`src/rtl/clkdiv_pkg.sv`:
```
`timescale 1ns/1ps
package clkdiv_pkg;
    typedef enum logic [1:0] {
        PH_STOP = 2'd0,
        PH_HIGH = 2'd1,
        PH_LOW  = 2'd2
    } phase_e;

    localparam logic [1:0] ADDR_DIV  = 2'd0;
    localparam logic [1:0] ADDR_EN   = 2'd1;
    localparam logic [1:0] ADDR_STAT = 2'd2;

    localparam int BUSY_LO_BIT = 3;
    localparam int BUSY_HI_BIT = 4;
endpackage

```
`src/rtl/clkdiv_regs.sv`:
```
`timescale 1ns/1ps
module clkdiv_regs
    import clkdiv_pkg::*;
#(
    parameter int DIV_W  = 5,
    parameter int DATA_W = 8
) (
    input  logic              clk,
    input  logic              rst_n,
    input  logic              wr,
    input  logic [1:0]        addr,
    input  logic [DATA_W-1:0] wdata,
    input  logic              load,
    output logic [DIV_W-1:0]  div_field,
    output logic              en,
    output logic              busy,
    output logic [DATA_W-1:0] rdata
);
    logic wr_div;
    logic wr_en;
    logic [DATA_W-1:0] status;
    logic unused_wdata;

    assign wr_div       = wr && (addr == ADDR_DIV);
    assign wr_en        = wr && (addr == ADDR_EN);
    assign unused_wdata = ^wdata[DATA_W-1:DIV_W];

    always_ff @(posedge clk or negedge rst_n) begin
        if (!rst_n) begin
            div_field <= '0;
            en        <= 1'b0;
            busy      <= 1'b0;
        end else begin
            if (wr_div) begin
                div_field <= wdata[DIV_W-1:0];
                busy      <= 1'b1;
            end else if (load) begin
                busy      <= 1'b0;
            end
            if (wr_en) begin
                en <= wdata[0];
            end
        end
    end

    always_comb begin
        status              = '0;
        status[BUSY_LO_BIT] = busy;
        status[BUSY_HI_BIT] = busy;
        unique case (addr)
            ADDR_DIV:  rdata = DATA_W'(div_field);
            ADDR_EN:   rdata = DATA_W'(en);
            ADDR_STAT: rdata = status;
            default:   rdata = '0;
        endcase
    end
endmodule

```
`src/rtl/clkdiv_decode.sv`:
```
`timescale 1ns/1ps
module clkdiv_decode #(
    parameter int DIV_W = 5,
    parameter int CNT_W = 6
) (
    input  logic [DIV_W-1:0] field,
    output logic [CNT_W-1:0] hi_len,
    output logic [CNT_W-1:0] lo_len
);
    logic [CNT_W-1:0] eff;

    generate
        if (DIV_W == 6) begin : g_prescale
            logic [4:0] low5;
            assign low5 = field[4:0];
            always_comb begin
                if (low5 == 5'd0) begin
                    eff = CNT_W'(64);
                end else if (field[5]) begin
                    eff = CNT_W'({low5, 6'b0});
                end else begin
                    eff = CNT_W'(low5);
                end
            end
        end else begin : g_plain
            always_comb begin
                if (field == '0) begin
                    eff = CNT_W'(1 << DIV_W);
                end else begin
                    eff = CNT_W'(field);
                end
            end
        end
    endgenerate

    assign hi_len = eff >> 1;
    assign lo_len = eff - hi_len;
endmodule

```
`src/rtl/clkdiv_phase.sv`:
```
`timescale 1ns/1ps
module clkdiv_phase
    import clkdiv_pkg::*;
#(
    parameter int DIV_W = 5,
    parameter int CNT_W = 6
) (
    input  logic             clk,
    input  logic             rst_n,
    input  logic             en,
    input  logic             busy,
    input  logic [DIV_W-1:0] div_field,
    output logic             load,
    output logic [DIV_W-1:0] act_div,
    output phase_e           phase,
    output logic             clk_out,
    output logic             stb
);
    phase_e           nphase;
    logic [CNT_W-1:0] cnt;
    logic [CNT_W-1:0] ncnt;
    logic             nstb;
    logic             at_edge;
    logic [DIV_W-1:0] sel_div;
    logic [CNT_W-1:0] hi_len;
    logic [CNT_W-1:0] lo_len;

    assign at_edge = (phase == PH_STOP) || ((phase == PH_LOW) && (cnt == '0));
    assign load    = at_edge && busy;
    assign sel_div = load ? div_field : act_div;

    clkdiv_decode #(.DIV_W(DIV_W), .CNT_W(CNT_W)) u_decode (
        .field  (sel_div),
        .hi_len (hi_len),
        .lo_len (lo_len)
    );

    always_comb begin
        nphase = phase;
        ncnt   = cnt;
        nstb   = 1'b0;
        unique case (phase)
            PH_STOP, PH_LOW: begin
                if ((phase == PH_LOW) && (cnt != '0)) begin
                    ncnt = cnt - CNT_W'(1);
                end else if (en) begin
                    nstb = 1'b1;
                    if (hi_len != '0) begin
                        nphase = PH_HIGH;
                        ncnt   = hi_len - CNT_W'(1);
                    end else begin
                        nphase = PH_LOW;
                        ncnt   = lo_len - CNT_W'(1);
                    end
                end else begin
                    nphase = PH_STOP;
                    ncnt   = '0;
                end
            end
            PH_HIGH: begin
                if (cnt == '0) begin
                    nphase = PH_LOW;
                    ncnt   = lo_len - CNT_W'(1);
                end else begin
                    ncnt = cnt - CNT_W'(1);
                end
            end
            default: begin
                nphase = PH_STOP;
                ncnt   = '0;
            end
        endcase
    end

    always_ff @(posedge clk or negedge rst_n) begin
        if (!rst_n) begin
            phase   <= PH_STOP;
            cnt     <= '0;
            act_div <= '0;
        end else begin
            phase <= nphase;
            cnt   <= ncnt;
            if (load) begin
                act_div <= div_field;
            end
        end
    end

    always_ff @(posedge clk or negedge rst_n) begin
        if (!rst_n) begin
            clk_out <= 1'b0;
            stb     <= 1'b0;
        end else begin
            clk_out <= (nphase == PH_HIGH);
            stb     <= nstb;
        end
    end
endmodule

```
`src/rtl/clkdiv_gated.sv`:
```
`timescale 1ns/1ps
module clkdiv_gated
    import clkdiv_pkg::*;
#(
    parameter int DIV_W  = 5,
    parameter int DATA_W = 8
) (
    input  logic              clk,
    input  logic              rst_n,
    input  logic              reg_wr,
    input  logic [1:0]        reg_addr,
    input  logic [DATA_W-1:0] reg_wdata,
    output logic [DATA_W-1:0] reg_rdata,
    output logic              clk_div_out,
    output logic              clk_div_stb
);
    localparam int MAX_DIV = (DIV_W == 6) ? 31 * 64 : (1 << DIV_W);
    localparam int CNT_W   = $clog2(MAX_DIV + 1);

    logic [DIV_W-1:0] div_field;
    logic [DIV_W-1:0] act_div;
    logic             en;
    logic             busy;
    logic             load;
    phase_e           phase;

    clkdiv_regs #(.DIV_W(DIV_W), .DATA_W(DATA_W)) u_regs (
        .clk       (clk),
        .rst_n     (rst_n),
        .wr        (reg_wr),
        .addr      (reg_addr),
        .wdata     (reg_wdata),
        .load      (load),
        .div_field (div_field),
        .en        (en),
        .busy      (busy),
        .rdata     (reg_rdata)
    );

    clkdiv_phase #(.DIV_W(DIV_W), .CNT_W(CNT_W)) u_phase (
        .clk       (clk),
        .rst_n     (rst_n),
        .en        (en),
        .busy      (busy),
        .div_field (div_field),
        .load      (load),
        .act_div   (act_div),
        .phase     (phase),
        .clk_out   (clk_div_out),
        .stb       (clk_div_stb)
    );
endmodule

```
`config.mk`:
```
export PLATFORM = sky130hd
export DESIGN_NAME = clkdiv_gated
export DESIGN_NICKNAME = d
export VERILOG_FILES = /design/src/rtl/clkdiv_pkg.sv /design/src/rtl/clkdiv_regs.sv /design/src/rtl/clkdiv_decode.sv /design/src/rtl/clkdiv_phase.sv /design/src/rtl/clkdiv_gated.sv
export SDC_FILE = /design/constraint.sdc
export NUM_CORES = 1
export LEC_CHECK = 0
export CAP_MARGIN = 25
export CORE_MARGIN = 2
export CORE_UTILIZATION = 49
export CTS_CLUSTER_DIAMETER = 200
export DETAILED_ROUTE_END_ITERATION = 8
export GPL_TIMING_DRIVEN = 1
export PLACE_DENSITY = 0.74
export SLEW_MARGIN = 20
export SYNTH_ARGS = -nofsm -noshare
export SYNTH_HDL_FRONTEND = slang
export SYNTH_HIERARCHICAL = 1
export SYNTH_SLANG_ARGS = --single-unit
```
`constraint.sdc`:
```
create_clock -name clk -period 3.6 [get_ports clk]
set_clock_uncertainty 0.1 [all_clocks]
set_input_delay 0.54 -clock clk [delete_from_list [all_inputs] [get_ports clk]]
set_output_delay 0.54 -clock clk [all_outputs]
set_load 0.05 [all_outputs]
```
== Yosys cells after proc, flatten, opt, wreduce, memory -nomap -nowiden ==
Index checks and enable logic that the tools add are counted.
W data, S select, Z words.
Storage, ports and cells
  register bits: 22
  latch bits: 0
  RAM bits: 0
  bits in read-only memories: 0
  output and inout port bits: 10
  logic and storage cells: 49
  memories kept: 0
Cells by class
  $add $sub $neg: 4
  $mul: 0
  div/mod/pow operators: 0
  magnitude comparators: 0
  equality and inequality tests: 5
  shift operators: 0
  multiplexer cells: 18
  bitwise operators: 0
  reduce and logical (&&, ||, !) cells: 14
Operator list (number)
  $mux W6: 5
  $pmux W5 S3: 1
  $pmux W6 S2: 1
  $reduce_bool A6 Y1: 2
  $sub A6 B1 Y6 const B: 2
  $mux W2: 4
  $eq A2 B1 Y1 const B: 3
  $logic_not A6 Y1: 1
  $sub A5 B1 Y6 const B: 1
  $sub A6 B5 Y6: 1
  $logic_and A1 B1 Y1: 5
  $logic_not A5 Y1: 1
  $mux W1: 5
  $mux W5: 1
  $eq A2 B2 Y1 const B: 2
  $logic_not A2 Y1: 2
  $pmux W2 S2: 1
  $reduce_bool A2 Y1: 1
  $reduce_or A2 Y1: 1
  $logic_or A1 B1 Y1: 1

== Longest topological paths before layout ==
  depth in word-level cells: 13
  depth in mapped cells: 18
  mapped depth without buffers: 17

== Modules after synthesis ==
Netlist, hierarchy kept.
By module, submodules not included
  clkdiv_phase: times used 1, cells each 108, area an instance 1032.2 sq um, sequential area each 375.4 sq um
  clkdiv_regs: times used 1, cells each 32, area an instance 384.1 sq um, sequential area each 175.2 sq um
  clkdiv_decode: times used 1, cells each 39, area an instance 264.0 sq um, sequential area each 0.0 sq um

== Worst setup path before layout ==
Ideal clock, no wire load.
  path kind: register to register
  start: reg u_phase.cnt[2]
  end: reg u_phase.cnt[5]
  setup time: 142 ps
  data arrival time: 3733 ps
  data required time: 3358 ps
  setup slack: -375 ps
  cell stages (with the launch flop): 18
  cells stage by stage: dfrtp_1 -> or3_4 -> or3b_1 -> buf_6 -> a21oi_4 -> nand2_4 -> mux2_4 -> clkbuf_1 -> ha_1 -> fa_1 -> nand2b_1 -> a21oi_1 -> xnor2_1 -> nor2_1 -> nand2_1 -> xnor2_1 -> a221oi_1 -> o221ai_1
On the way
  cells in the longest elaborated chain, start to end: 13
  elaborated cells between the ends (all ways): 19
  those cells by class: add/sub (4); mux (7); reduce/logical (8)
Ends and longest elaborated chain
  from (decl): RTL line clkdiv_phase.sv:20  | logic [CNT_W-1:0] cnt;
  from (signal assigned): RTL line clkdiv_phase.sv:82  | cnt <= ncnt;
  $logic_not A6 Y1 (*): RTL line clkdiv_phase.sv:28  | assign at_edge = (phase == PH_STOP) || ((phase == PH_LOW) && (cnt == '0));
  $logic_and A1 B1 Y1 (*): RTL line clkdiv_phase.sv:28
  $logic_or A1 B1 Y1 (*): RTL line clkdiv_phase.sv:28
  $logic_and A1 B1 Y1 (*): RTL line clkdiv_phase.sv:29  | assign load = at_edge && busy;
  $mux W5 (*): RTL line clkdiv_phase.sv:30  | assign sel_div = load ? div_field : act_div;
  named net u_phase.sel_div[1]: RTL line clkdiv_phase.sv:24  | logic [DIV_W-1:0] sel_div;
  $logic_not A5 Y1: RTL line clkdiv_decode.sv:27  | if (field == '0) begin
  $mux W6 (*): RTL line clkdiv_decode.sv:27
  named net u_phase.hi_len[0]: RTL line clkdiv_phase.sv:25  | logic [CNT_W-1:0] hi_len;
  $sub A6 B5 Y6 (*): RTL line clkdiv_decode.sv:37  | assign lo_len = eff - hi_len;
  named net u_phase.lo_len[4]: RTL line clkdiv_phase.sv:26  | logic [CNT_W-1:0] lo_len;
  $sub A6 B1 Y6 (*): RTL line clkdiv_phase.sv:53, clkdiv_phase.sv:63
  $mux W6: RTL line clkdiv_phase.sv:48  | if (hi_len != '0) begin
  $mux W6: RTL line clkdiv_phase.sv:46  | end else if (en) begin
  $mux W6: RTL line clkdiv_phase.sv:44  | if ((phase == PH_LOW) && (cnt != '0)) begin
  $pmux W6 S2 (*): RTL line clkdiv_phase.sv:42  | unique case (phase)
  named net u_phase.ncnt[5]: RTL line clkdiv_phase.sv:21  | logic [CNT_W-1:0] ncnt;
Mark *: on every way through the listed nets, which the timed path passes. The rest lies on a longest branch.
A chain may end at the register's enable or synchronous reset.

== Final worst setup path ==
  start: reg u_phase.cnt[4]
  end: reg u_phase.cnt[5]
On the way
  cells in the longest elaborated chain, start to end: 13
  elaborated cells between the ends (all ways): 19
  those cells by class: add/sub (4); mux (7); reduce/logical (8)
Ends and longest elaborated chain (RTL line)
  $logic_not A6 Y1 (*): clkdiv_phase.sv:28
  $logic_and A1 B1 Y1 (*): clkdiv_phase.sv:28
  $logic_or A1 B1 Y1 (*): clkdiv_phase.sv:28
  $logic_and A1 B1 Y1 (*): clkdiv_phase.sv:29
  $mux W5 (*): clkdiv_phase.sv:30
  named net u_phase.sel_div[1]: clkdiv_phase.sv:24
  $logic_not A5 Y1: clkdiv_decode.sv:27
  $mux W6 (*): clkdiv_decode.sv:27
  $sub A6 B5 Y6 (*): clkdiv_decode.sv:37
  named net u_phase.lo_len[4]: clkdiv_phase.sv:26
  $sub A6 B1 Y6 (*): clkdiv_phase.sv:53, clkdiv_phase.sv:63
  $mux W6: clkdiv_phase.sv:48
  $mux W6: clkdiv_phase.sv:46
  $mux W6: clkdiv_phase.sv:44
  $pmux W6 S2 (*): clkdiv_phase.sv:42
  named net u_phase.ncnt[5]: clkdiv_phase.sv:21
Marked as above.

==> results.sh <==
export IMPL_dp_hpwl_um=2680
export IMPL_cp_required_ps=3700
export IMPL_synth_area_um2=1680
export IMPL_drt_total_wl_um=3790
export IMPL_clk_pin_slew_worst_paths_ps=130
export IMPL_drv_cap=0
export IMPL_fin_crit_ps=3720
export IMPL_final_max_slew_viol_count=0
export IMPL_ys_seq_area_frac=0.328
export IMPL_syn_to_final_growth_pct=36.3
export IMPL_synth_main_ff_cell="dfrtp_1"
export IMPL_postSynthRegisterBits=22
export IMPL_worstMarginPinSlew_ps=529
export IMPL_synth_xor_area_frac=0.0678
export IMPL_drt_iter0_drc=43
export IMPL_setup_ws_ps=-125
export IMPL_portBuffers=16
export IMPL_holdCritPathClass="primary input to async pin"
export IMPL_placed_area_um2=2050
export IMPL_ys_async_sr_fraction=1.00
export IMPL_wire_per_inst_um=14.2
export IMPL_diodes=0
export IMPL_first_pass_iters=4
export IMPL_synthTopCellsByCount="22 x dfrtp_1, 18 x inv_1, 13 x a21oi_1, 13 x nand2_1, 12 x nor2_1"
export IMPL_seq_area_um2=551
export IMPL_grt_usage=0.202
export IMPL_clk_latency_ps=320
export IMPL_fin_cells=266
export IMPL_cts_buffers=3
export IMPL_status="complete, but fails checks"
export IMPL_cts_tree="done"
export IMPL_multi_input_area_um2=1170
export IMPL_grt_use_met1=0.212
export IMPL_synth_top_area_share=0.328
export IMPL_cts_sinks=22
export IMPL_yosysMostFrequentCell="dfrtp_1"
export IMPL_drive_above_1_share=0.391
export IMPL_place_gp_congestion=0.845
export IMPL_syn_avg_cell_area_um2=9.39
export IMPL_grtUsageMet3=0.0450
export IMPL_die_x_um=62.6
export IMPL_dp_cells=256
export IMPL_gr_max_usage_layer="met2"
export IMPL_violations="setup timing"
export IMPL_core_um2=3310
export IMPL_worstSetupPathType="register to register"
export IMPL_final_setup_viol_count=6
export IMPL_end_kind="register"
export IMPL_rsz0062_at_grt="yes"
export IMPL_initial_core_util=0.508
export IMPL_postCtsHoldBufs=0
export IMPL_synth_cell_types=46
export IMPL_crit_fanout=3
export IMPL_slew_headroom=0.646
export IMPL_cp_start_kind="register"
export IMPL_synthMuxAreaShare=0.115
export IMPL_avgViaCountPerCell=5.29
export IMPL_io_pins=23
export IMPL_num_rows=21
export IMPL_htree_levels=1
export IMPL_cts_max_path_buffers=2
export IMPL_nFillCells=245
export IMPL_synth_top_family_by_area="simple AND/OR/NAND/NOR gates"
export IMPL_grt_max_degree=23
export IMPL_synthTopCellsByArea="dfrtp_1 33%, ha_1 6.0%, xnor2_1 5.7%"
export IMPL_synth_simple_gate_area_share=0.194
export IMPL_ant_nets=0
export IMPL_grt_overflow=0
export IMPL_root_buffer="clkbuf_4"
export IMPL_hold_viol=0
export IMPL_synth_compound_area_share=0.127
export IMPL_synth_edf_count=0
export IMPL_cp_cell_sequence="or3_4 > or3b_4 > a21oi_4 > nand2_4 > mux2_4 > ha_4 > fa_2 > nand2b_4 > a21oi_2 > xnor2_1 > nor2_1 > nand2_1 > xnor2_2 > a221oi_2 > o221ai_1"
export IMPL_grt_pass1_vias=1503
export IMPL_final_area_um2=2290
export IMPL_nNetsFinal=243
export IMPL_ys_warn_count=6
export IMPL_r2r_slack_ps=-120
export IMPL_slowest_stage="or3b_4"
export IMPL_route_detailed_drc=0
export IMPL_synth_cells=179
export IMPL_antenna_found_initial=0
export IMPL_grtUsageMet2=0.386
export IMPL_die_area_um2=3910
export IMPL_synthAdderAreaFrac=0.0715
export IMPL_fmax_mhz=268
export IMPL_synth_largest_area_cell="dfrtp_1"
export IMPL_num_vias=1408
export IMPL_die_h_um=62.6
export IMPL_cp_data_arrival_time_ps=3820
export IMPL_fin_crit_sh=1.03
export IMPL_max_stage_delay_ps=430
export IMPL_grt_pass1_wl_um=6370
[path summary, 6_finish.rpt]
path	to	startpoint	cells past startpoint
max reg2reg	u_phase/cnt[5]	u_phase/cnt[4]	15
max in group asynchronous	u_regs/div_field[3]	rst_n	1
min	u_phase/cnt[3]	rst_n	1
max	u_phase/cnt[5]	u_phase/cnt[4]	15
min in group clk	u_phase/act_div[3]	u_phase/act_div[3]	1
min reg2reg	u_phase/act_div[3]	u_phase/act_div[3]	1
[stage by stage]
step	hold slack, ps	TNS (ps)	util	worst slack (ps)
after floorplan	144	-403	-	-226
after global placement	419	-478	0.619	-154
after detailed placement	424	-1080	0.619	-198
after CTS	455	-323	0.656	-103
after global routing	81.7	-1220	0.692	-246
final	51.9	-277	0.692	-125
[cell families (layout without fill, tap and decap cells)]
family	Yosys count	in the layout
and+or+nand+nor	56	56
AOI/OAI and AO/OA	31	31
buffers and inverters	30	69
DFF	22	22
muxes	16	16
xor gates and xnor gates	13	13
adders and majority gates	9	9
other	2	4
[layout by cell type (no fill, tap or decap), drive strengths merged, types with 6 or more instances in the layout]
cell type | netlist | final
nand2 | 14 | 14
ha | 8 | 8
a21oi | 15 | 15
inv | 18 | 18
clkdlybuf4s50 | 0 | 15
nor2 | 12 | 12
buf | 7 | 32
nor3 | 8 | 8
mux2 | 11 | 11
dfrtp | 22 | 22
xnor2 | 11 | 11
nand2b | 6 | 6
[cell type report]
cell class | count | share of cell area
Timing Repair Buffer | 47 | 0.179
Inverter | 18 | 0.0306
Tap cell | 46 | 0.0251
Multi-Input combinational cell | 129 | 0.509
Clock buffer | 4 | 0.0158
Sequential cell | 22 | 0.240
[metal layers]
| layer | up-vias | wire (um) |
|---|---|---|
| li1 | 680 | - |
| met1 | 680 | 1480 |
| met2 | 37 | 2040 |
| met3 | 11 | 148 |
| met4 | 0 | 117 |
| met5 | - | 0 |
[worst max-delay path, delay by kind of cell, from the launching register on]
kind	cells	cell delay, ps
adder cells (fa/ha/maj)	2	550
AO/OA/AOI/OAI	4	700
AND/OR/NAND/NOR	6	1270
XOR/XNOR	2	250
flip-flops	1	400
multiplexers	1	340
[flip-flops by register name, summed over array words and instances (netlist names)]
| register | count |
|---|---|
| u_phase/phase | 2 |
| u_regs/div_field | 5 |
| u_phase/act_div | 5 |
| u_regs/busy | 1 |
| u_phase/clk_out | 1 |
| u_phase/cnt | 6 |
| u_phase/stb | 1 |
| u_regs/en | 1 |
[what timing repair did]
item / in CTS / in global routing
setup buffers: 4 / 2
gates resized for setup: 12 / 27
pin swaps: 17 / 22
gates cloned: 0 / 0
endpoints found under the setup margin: 9 / 9
Power is not shown: default switching activity piles up to over one toggle a cycle in this logic, so the estimate is an artifact.
